**config.mk**
```make
export PLATFORM = sky130hd
export DESIGN_NAME = otp_prog_port
export DESIGN_NICKNAME = d
export VERILOG_FILES = /design/src/rtl/otp_port_pkg.sv /design/src/rtl/otp_port_ctrl.sv /design/src/rtl/otp_port_datapath.sv /design/src/rtl/otp_prog_port.sv
export SDC_FILE = /design/constraint.sdc
export NUM_CORES = 1
export LEC_CHECK = 0
export CAP_MARGIN = 20
export CORE_MARGIN = 5
export CORE_UTILIZATION = 34
export DETAILED_ROUTE_END_ITERATION = 10
export PLACE_DENSITY_LB_ADDON = 0.25
export SETUP_SLACK_MARGIN = 0.1
export SLEW_MARGIN = 0
export SYNTH_ARGS = -nofsm -noshare
export SYNTH_HDL_FRONTEND = slang
export SYNTH_SLANG_ARGS = --single-unit
```
**constraint.sdc**
```tcl
create_clock -name clk -period 2.45 [get_ports clk]
set_input_delay 0.49 -clock clk [delete_from_list [all_inputs] [get_ports clk]]
set_output_delay 0.49 -clock clk [all_outputs]
set_load 0.01 [all_outputs]
```
**src/rtl/otp_port_pkg.sv**
```systemverilog
package otp_port_pkg;

  typedef enum logic [2:0] {
    MODE_IDLE,
    MODE_CLEAR,
    MODE_WRITE,
    MODE_VERIFY,
    MODE_INHIBIT
  } portMode_t;

  typedef struct packed {
    logic clrAddr;
    logic incAddr;
    logic commitWr;
    logic driveBus;
  } progStrobes_t;

  // modePins bit order: [3]=MD3 .. [0]=MD0
  function automatic portMode_t decodeMode(input logic en, input logic [3:0] md);
    portMode_t m;
    if (!en) m = MODE_IDLE;
    else begin
      casez (md)
        4'b0101: m = MODE_CLEAR;
        4'b1110: m = MODE_WRITE;
        4'b1100: m = MODE_VERIFY;
        4'b11?1: m = MODE_INHIBIT;
        default: m = MODE_IDLE;
      endcase
    end
    return m;
  endfunction

endpackage

```
**src/rtl/otp_port_ctrl.sv**
```systemverilog
module otp_port_ctrl
  import otp_port_pkg::*;
#(
  parameter int DATA_W      = 8,
  parameter int SYNC_STAGES = 2,
  parameter int CLEAR_HOLD  = 16
) (
  input  logic              clk,
  input  logic              rstN,
  input  logic              progEnable,
  input  logic [3:0]        modePins,
  input  logic              addrClk,
  input  logic [DATA_W-1:0] busIn,
  output progStrobes_t      strobes,
  output logic [DATA_W-1:0] wrData
);

  localparam int SW    = DATA_W + 6;
  localparam int HOLD_W = $clog2(CLEAR_HOLD + 1);
  localparam int LAST  = SYNC_STAGES - 1;

  logic [SW-1:0] syncQ [SYNC_STAGES];
  logic [SW-1:0] rawIn;
  assign rawIn = {progEnable, addrClk, modePins, busIn};

  always_ff @(posedge clk or negedge rstN) begin
    if (!rstN) begin
      for (int i = 0; i < SYNC_STAGES; i++) syncQ[i] <= '0;
    end else begin
      syncQ[0] <= rawIn;
      for (int i = 1; i < SYNC_STAGES; i++) syncQ[i] <= syncQ[i-1];
    end
  end

  logic       enS;
  logic       clkS;
  logic [3:0] mdS;
  assign enS    = syncQ[LAST][SW-1];
  assign clkS   = syncQ[LAST][SW-2];
  assign mdS    = syncQ[LAST][SW-3 -: 4];
  assign wrData = syncQ[LAST][DATA_W-1:0];

  portMode_t mode;
  assign mode = decodeMode(enS, mdS);

  logic prevClk;
  logic prevMd0;
  logic [1:0] pulseCnt;
  logic [HOLD_W-1:0] holdCnt;

  always_ff @(posedge clk or negedge rstN) begin
    if (!rstN) begin
      prevClk <= 1'b0;
      prevMd0 <= 1'b0;
    end else begin
      prevClk <= clkS;
      prevMd0 <= mdS[0];
    end
  end

  logic clkRise;
  logic clkFall;
  assign clkRise = clkS && !prevClk;
  assign clkFall = !clkS && prevClk;

  // pulse group restarts in clear mode or while disabled
  always_ff @(posedge clk or negedge rstN) begin
    if (!rstN) pulseCnt <= '0;
    else if (!enS || mode == MODE_CLEAR) pulseCnt <= '0;
    else if (clkRise) pulseCnt <= pulseCnt + 2'd1;
  end

  // clear must persist for CLEAR_HOLD consecutive cycles
  always_ff @(posedge clk or negedge rstN) begin
    if (!rstN) holdCnt <= '0;
    else if (mode != MODE_CLEAR) holdCnt <= '0;
    else if (holdCnt != HOLD_W'(CLEAR_HOLD)) holdCnt <= holdCnt + 1'b1;
  end

  always_comb begin
    strobes.clrAddr  = (mode == MODE_CLEAR) && (holdCnt == HOLD_W'(CLEAR_HOLD - 1));
    // third pulse high has ended
    strobes.incAddr  = clkFall && (pulseCnt == 2'd3) && enS && (mode != MODE_CLEAR);
    // MD0 falling into write mode
    strobes.commitWr = (mode == MODE_WRITE) && prevMd0;
    strobes.driveBus = (mode == MODE_VERIFY);
  end

  a_r9_disabled_count_zero: assert property (@(posedge clk) disable iff (!rstN)
    !enS |=> pulseCnt == 2'd0);

  a_r6_no_drive_on_write: assert property (@(posedge clk) disable iff (!rstN)
    strobes.driveBus |-> !strobes.commitWr);

endmodule

```
**src/rtl/otp_port_datapath.sv**
```systemverilog
module otp_port_datapath
  import otp_port_pkg::*;
#(
  parameter int DATA_W    = 8,
  parameter int ADDR_W    = 11,
  parameter int PROG_WORDS = 2026
) (
  input  logic              clk,
  input  logic              rstN,
  input  progStrobes_t      strobes,
  input  logic [DATA_W-1:0] wrData,
  input  logic [DATA_W-1:0] memRdData,
  output logic [ADDR_W-1:0] memAddr,
  output logic              memWrEn,
  output logic [DATA_W-1:0] memWrData,
  output logic [DATA_W-1:0] busOut,
  output logic              busOe
);

  localparam logic [ADDR_W-1:0] FIRST_RESERVED = ADDR_W'(PROG_WORDS);

  logic [ADDR_W-1:0] addr;
  logic inRange;

  always_ff @(posedge clk or negedge rstN) begin
    if (!rstN) addr <= '0;
    else if (strobes.clrAddr) addr <= '0;
    else if (strobes.incAddr) addr <= addr + 1'b1;
  end

  // reserved test area is masked at the port
  assign inRange   = addr < FIRST_RESERVED;
  assign memAddr   = addr;
  assign memWrEn   = strobes.commitWr && inRange;
  assign memWrData = wrData;
  assign busOe     = strobes.driveBus;
  assign busOut    = (strobes.driveBus && inRange) ? memRdData : '0;

  a_r4_single_step: assert property (@(posedge clk) disable iff (!rstN)
    strobes.incAddr && !strobes.clrAddr |=> addr == ADDR_W'($past(addr) + 1'b1));

  a_r3_clear_zero: assert property (@(posedge clk) disable iff (!rstN)
    strobes.clrAddr |=> addr == '0);

  a_r7_one_strobe: assert property (@(posedge clk) disable iff (!rstN)
    memWrEn |=> !memWrEn);

endmodule

```
**src/rtl/otp_prog_port.sv**
```systemverilog
module otp_prog_port
  import otp_port_pkg::*;
#(
  parameter int DATA_W      = 8,
  parameter int ADDR_W      = 11,
  parameter int PROG_WORDS  = 2026,
  parameter int SYNC_STAGES = 2,
  parameter int CLEAR_HOLD  = 16
) (
  input  logic              clk,
  input  logic              rstN,
  input  logic              progEnable,
  input  logic [3:0]        modePins,
  input  logic              addrClk,
  input  logic [DATA_W-1:0] busIn,
  output logic [DATA_W-1:0] busOut,
  output logic              busOe,
  output logic [ADDR_W-1:0] memAddr,
  output logic              memWrEn,
  output logic [DATA_W-1:0] memWrData,
  input  logic [DATA_W-1:0] memRdData
);

  progStrobes_t      strobes;
  logic [DATA_W-1:0] wrData;

  otp_port_ctrl #(
    .DATA_W(DATA_W), .SYNC_STAGES(SYNC_STAGES), .CLEAR_HOLD(CLEAR_HOLD)
  ) u_ctrl (
    .clk(clk), .rstN(rstN), .progEnable(progEnable), .modePins(modePins),
    .addrClk(addrClk), .busIn(busIn), .strobes(strobes), .wrData(wrData)
  );

  otp_port_datapath #(
    .DATA_W(DATA_W), .ADDR_W(ADDR_W), .PROG_WORDS(PROG_WORDS)
  ) u_dp (
    .clk(clk), .rstN(rstN), .strobes(strobes), .wrData(wrData),
    .memRdData(memRdData), .memAddr(memAddr), .memWrEn(memWrEn),
    .memWrData(memWrData), .busOut(busOut), .busOe(busOe)
  );

endmodule

```
==> results.md, run 1 <==
* Syn. warnings at 0
* DPL Wire Length at about 2.5 mm
* Vias in the first global route at ~1.3k
* # rows at 27
* I/O pin count at between 50 and 60
* Routed len/inst at 13.31 um
* TNS Setup at 0 ps
* Syn Std Cell Area at approximately 1900 um2
* CP Capture Type: output pin
* Clock Skews at between 8 and 9 ps
* Power per cell area at between 500 and 600 nW/um2
* Cell area after layout at 2641 um2
* Die H at 84.13 um
* Largest net degree at the start of global routing at 49
* WS Path Type: reg2out
* Pre-antenna DRT Iters at 4
* Worst EP required at approximately 2000 ps
* Seq/Total Area, Yosys at around 64%
* Pins Over Slew Limit at 0
* Synth cell types at 30
* N_diodes at 0
* Max-cap viol count at 0
* Unrepaired setup endpoints after global routing: yes
* Routability cong. at 0.7113
* Leakage at between 1 and 1.5 nW
* Die Area at 7077 um2
* Avg Synthesized Cell Area at 12.62 um2
* Status: finished clean
* Initial DRC count at 36
* Die W at 84.13 um
* Post-DRT Antenna Nets at 0
* Synthesized flop and latch total at 48
* Core area at about 5400 um2
* Starting density of the core at between 30% and 40%
* Final period util at just over 90%
* Fraction of layout instances using a drive strength above 1 at 14.22%
* Overflow after GRT at 0
* Final hold viol count at 0
* Initial antenna violation count at 0
* Fmax at ~0.44 GHz
* Peak supply drop at approximately 0.3 mV
* Total power at 1.507 mW
* Worst EP arrival at approximately 1800 ps
* Min cycle time layout at around 2300 ps
* TritonCTS clock tree: done
* Root Buffer: clkbuf_8
* H-tree levels at 2
* Drt total wl at about 3.8 mm
* Worst hold path class: in2async
* Worst-margin pin slew at 589.7 ps
* First-pass GRT wire length at ~6.5 mm
* Crit Path Max Fanout at 5
* Placed inst area at between 2000 and 2500 um2
* Kind of start point of the critical path: register
* Layout Nets at about 240
* Latest clock arrival within the worst-skew pair at 310 ps
* Buffers on Ports at 52
* Slew headroom at around 60%
* Clock slew at reported path FFs at 90 ps
* Setup violations, final at 0
* Cells after synthesis at between 100 and 150
* Vias at between 1k and 1.5k
* # fillers at 506
* Global-route usage over all layers at between 10% and 20%
* Worst-case clock buffer depth at 2
* Area Overhead vs Synth at 41.39%
* Vias per cell at 4.548
* Syn_nets at between 150 and 200
* CTS Buf Count at 5
* Clk sinks at 48
* DRC violations left at 0
power breakdown:
group          internal (mW)  switching [mW]  leakage, nW
clock                  0.307           0.279       0.0583
combinational         0.0553          0.0347        0.590
sequential             0.819          0.0118        0.600
synth_stat cells:
cell type | count | area, um2
dfrtp_1 | 48 | 1201
nand2_1 | 11 | 41.29
and3_1 | 10 | 62.56
buf_4 | 10 | 75.07
nor2_1 | 10 | 37.54
xnor2_1 | 6 | 52.55
a21oi_1 | 5 | 25.02
ha_1 | 5 | 62.56
inv_1 | 5 | 18.77
mux2i_1 | 5 | 50.05
nand3_1 | 4 | 20.02
nor4b_1 | 3 | 26.28
o21ai_0 | 3 | 15.01
and3b_1 | 2 | 17.52
and4_1 | 2 | 17.52
nand2b_1 | 2 | 12.51
nor3_1 | 2 | 10.01
or3_1 | 2 | 12.51
xor2_1 | 2 | 17.52
and4b_1 | 1 | 10.01
clkbuf_1 | 1 | 3.750
nand4_1 | 1 | 6.260
nand4b_2 | 1 | 15.01
nor2b_1 | 1 | 6.260
nor3b_1 | 1 | 7.510
nor4bb_1 | 1 | 10.01
o2111ai_1 | 1 | 8.760
o21a_1 | 1 | 7.510
or2_2 | 1 | 6.260
or4_4 | 1 | 11.26
layer usage:
layer  GRT usage [%]  wire length, um  share of wire [%]
met5               0                0                  0
met4           7.018              108                2.9
met3           3.455              176                4.7
met2           18.36             1878                 50
met1           14.31             1605                 43
worst paths after layout:
path	from	to	slack [ps]	cells past startpoint
min in group clk	u_ctrl.syncQ[21]$_DFF_PN0_	u_ctrl.wrData[7]$_DFF_PN0_	350	0
min reg2reg	u_ctrl.syncQ[21]$_DFF_PN0_	u_ctrl.wrData[7]$_DFF_PN0_	350	0
max	u_dp.memAddr[1]$_DFFE_PN0P_	memWrEn	180	5
max in group asynchronous	rstN	u_ctrl.prevClk$_DFF_PN0_	1780	2
min	rstN	u_ctrl.syncQ[14]$_DFF_PN0_	260	2
max reg2reg	u_ctrl.pulseCnt[0]$_DFFE_PN0P_	u_dp.memAddr[7]$_DFFE_PN0P_	560	5
state kept, by name, indices dropped and copies added (netlist names):
name	flops
u_dp.memAddr	11
u_ctrl.holdCnt	5
u_ctrl.prevClk	1
u_ctrl.pulseCnt	2
u_ctrl.prevMd0	1
u_ctrl.mdS	4
u_ctrl.enS	1
u_ctrl.syncQ	14
u_ctrl.wrData	8
u_ctrl.clkS	1
placed cells by master (no fill, tap or decap), types with 6 or more instances in the layout:
cell type | synthesis | final
nand2_1 | 11 | 11
dfrtp_1 | 48 | 48
buf_4 | 10 | 12
nor2_1 | 10 | 10
clkdlybuf4s50_1 | 0 | 41
dlygate4sd2_1 | 0 | 8
xnor2_1 | 6 | 6
and3_1 | 10 | 10
critical path: stages, from the launching register on:
cell and delay, ps:
dfrtp_1 400, o21a_1 250, o2111ai_4 250, buf_4 150, and4_1 180, clkdlybuf4s15_1 250
area by class of cell:
cell class	instances	area [um2]	area share [%]
Timing Repair Buffer	64	598.1	22.64
Clock buffer	5	68.82	2.605
Sequential cell	48	1201	45.48
Clock inverter	3	47.55	1.800
Tap cell	72	90.09	3.411
Multi-Input combinational cell	86	616.8	23.35
Inverter	5	18.77	0.7106
what timing repair did:
action	CTS	global route
buffers inserted	6	1
setup endpoints to repair	10	5
gates cloned	2	0
gates resized for setup	16	2
hold buffers	0	0
pin swaps	4	1
cells by family after synthesis:
kind of cell | share of synthesized area (%)
buffers and inverters | 5.224
AOI/OAI and AO/OA | 3.014
xor gates and xnor gates | 3.751
and+or+nand+nor | 17.68
adders and majority gates | 3.349
muxes | 2.679
DFF | 64.30
per-stage QoR:
| step | std cells | utilization (%) | setup slack (ps) | hold slack [ps] |
|---|---|---|---|---|
| final | 283 | 48.56 | 176.9 | 262.0 |
| after global routing | 283 | 48.56 | 95.00 | 322.9 |
| after CTS | 282 | 48.36 | 130.8 | 291.7 |
| after detailed placement | 266 | 44.72 | 61.41 | 334.7 |
| after global placement | 266 | 44.72 | 154.3 | 331.9 |
| after floorplan | 148 | - | 693.8 | 194.4 |
No activity file was read; power rests on OpenSTA's default activity.
==> run 2, diff against run 1 <==
--- a/config.mk
+++ b/config.mk
@@ -9,6 +9,7 @@
 export CORE_MARGIN = 5
 export CORE_UTILIZATION = 34
 export DETAILED_ROUTE_END_ITERATION = 10
+export HOLD_SLACK_MARGIN = 0.05
 export PLACE_DENSITY_LB_ADDON = 0.25
 export SETUP_SLACK_MARGIN = 0.1
 export SLEW_MARGIN = 0
==> results of run 2 <==
Final layout, timing and power as in run 1 (identical DEF).
==> run 3, diff against run 2 <==
==> constraint.sdc (replaced) <==
create_clock -name clk -period 2.7 [get_ports clk]
set_input_delay 0.54 -clock clk [delete_from_list [all_inputs] [get_ports clk]]
set_output_delay 0.54 -clock clk [all_outputs]
set_load 0.01 [all_outputs]
==> results.md, run 3 (synthesized netlist as in run 1, its figures left out) <==
* Leakage at 1.209 nW (-3.2%)
* Die W at 84.13 um (unchanged)
* WS Path Type: reg2out
* Buf/Inv on CP at 1 (-1)
* Die H at 84.13 um (unchanged)
* Clock Skews at 8.224 ps (-0.3247 ps)
* Vias in the first global route at 1262 (-4.1%)
* Worst EP required at 2160 ps (+200 ps)
* Worst hold path class: in2async
* Max-cap viol count at 0 (unchanged)
* CTS Buf Count at 5 (unchanged)
* H-tree levels at 2 (unchanged)
* N_diodes at 0 (unchanged)
* Number of flip-flops in the largest register at 14 (unchanged)
* Latest clock arrival within the worst-skew pair at 290 ps (-20 ps)
* First-pass GRT wire length at 5.954 mm (-7.7%)
* Status: finished clean
* Fmax at 0.3948 GHz
* Vias per cell at 4.487 (-1.3%)
* Initial DRC count at 53 (+47%)
* Power per cell area at 518.9 nW/um2 (-9.1%)
* Unrepaired setup endpoints after global routing: yes
* Met1 Usage GRT at 12.31% (-2.0 points)
* Core area at 5439 um2 (unchanged)
* Vias at 1225 (-4.8%)
* Total setup buffers inserted after CTS at 0 (-6)
* Kind of start point of the critical path: register
* Pins Over Slew Limit at 0 (unchanged)
* CP Capture Type: output pin
* Pre-CTS setup slack at 250.2 ps (+188.8 ps)
* Worst-case clock buffer depth at 2 (unchanged)
* Crit Path Max Fanout at 6 (+1)
* Cell Chain, Critical Path: o21a_2 > o2111ai_2 > and3_1 > clkdlybuf4s50_1
* Pre-antenna DRT Iters at 5 (+1)
* Post-DRT Antenna Nets at 0 (unchanged)
* Global-route usage over all layers at 10.67% (-1.1 points)
* CP delay by family, top: buffers and inverters
* Crit-path max cell delay at 540 ps (+140 ps)
* Setup violations, final at 0 (unchanged)
* DRC violations left at 0 (unchanged)
* Layer with the highest usage: met2
* Final period util at 93.81%
* CP max-delay cell: clkdlybuf4s50_1
* Peak supply drop at 0.3608 mV (+21%)
* Die Area at 7077 um2 (unchanged)
* # rows at 27 (unchanged)
* Met2 GRT Util at 18.22% (-0.14 points)
* Slew headroom at 61.55% (+1.4 points)
* RR Startpoint: u_ctrl.pulseCnt[0]$_DFFE_PN0P_
* Drt total wl at 3.549 mm (-5.8%)
* Routed len/inst at 13.00 um (-2.4%)
* Layout Nets at 229 (-4.2%)
* Clock slew at reported path FFs at 90 ps (about the same)
* Routability cong. at 0.7965 (+12%)
* WHS at 328.5 ps (+66.57 ps)
* Post-CTS Hold Fix Bufs at 0 (unchanged)
* Worst EP arrival at 1990 ps (+210 ps)
* Buffers on Ports at 52 (unchanged)
* Clk sinks at 48 (unchanged)
* TritonCTS clock tree: done
* Fraction of layout instances using a drive strength above 1 at 10.45% (-3.8 points)
* Initial antenna violation count at 0 (unchanged)
* DPL Wire Length at 2.488 mm (-0.82%)
* Final setup margin at 167.0 ps (-9.841 ps)
* I/O pin count at 53 (unchanged)
* Biggest register: u_ctrl.syncQ
* Overflow after GRT at 0 (unchanged)
* CP startpoint: u_dp.memAddr[2]$_DFFE_PN0P_
* Final hold viol count at 0 (unchanged)
* Worst-margin pin slew at 572.4 ps (-17.33 ps)
* Starting density of the core at 34.35% (unchanged)
* Area Overhead vs Synth at 38.11%
* Most frequent cells in the layout: 47 x clkdlybuf4s50_1, 47 x dfrtp_1, 11 x nand2_1
* Root Buffer: clkbuf_8
* Largest net degree at the start of global routing at 49 (unchanged)
* Global Route met3 Usage at 3.455% (unchanged)
* TNS Setup at 0 ps (unchanged)
* Min cycle time layout at about 2500 ps
## run 3: changes by cell type in the layout (fill, tap and decap cells not counted), moves of 2 or more
cell,previous run,this run
dlymetal6s2s_1,1,4
dlygate4sd2_1,8,0
clkdlybuf4s50_1,41,47
buf_4,12,2
clkinv_4,2,0
## run 3: timing repair
item | 4_1_cts | 5_1_grt
pin swaps | 0 | 2
gates resized for setup | 3 | 9
setup endpoints to repair | 9 | 9
gates cloned | 0 | 2
## run 3: cell type report
cell class | instances | area (um2)
timing repair buffer | 54 | 540.5
clock inverter | 3 | 42.54
fill | 488 | 2859
multi-input combinational | 86 | 616.8
tap | 72 | 90.09
inverter | 5 | 18.77
clock buffer | 5 | 68.82
sequential | 48 | 1202
## run 3: path summary, 6_finish.rpt
check / endpoint / slack [ps] / cells after the start
max reg2reg: u_dp.memAddr[7]$_DFFE_PN0P_ / 810 / 5
min in group clk: u_ctrl.wrData[2]$_DFF_PN0_ / 350 / 0
max in group asynchronous: u_dp.memAddr[2]$_DFFE_PN0P_ / 1950 / 2
max: busOut[5] / 170 / 4
min reg2reg: u_ctrl.wrData[2]$_DFF_PN0_ / 350 / 0
min: u_ctrl.syncQ[14]$_DFF_PN0_ / 330 / 2
## run 3: worst reg2reg max path, cell delays in order, from the launching register on
cell	delay (ps)
dfrtp_1	380
ha_1	180
nand4b_2	210
or4_4	590
or3_1	320
a21oi_1	140
## run 3: per-stage QoR
step                      power, mW  instances  util [%]  area [um2]
after floorplan              0.7905        148         -        1868
after global placement       0.8487        263     44.31        2410
after detailed placement     0.8514        263     44.31        2410
after CTS                     1.366        271     46.70        2540
after global routing          1.408        273     47.44        2580
final                         1.339        273     47.44        2580
## run 3: per-layer routing
metal	part of all wire [%]	routed length (um)	up-vias
met5	0	0	-
met4	1.3	46	0
met3	4.2	150	5
met2	51	1826	21
met1	43	1525	594
li1	-	-	605
## run 3: where the power goes
group          leakage [nW]  internal [mW]  switching [mW]
logic                 0.556         0.0500          0.0305
registers             0.599          0.743          0.0110
clock network        0.0541          0.274           0.230
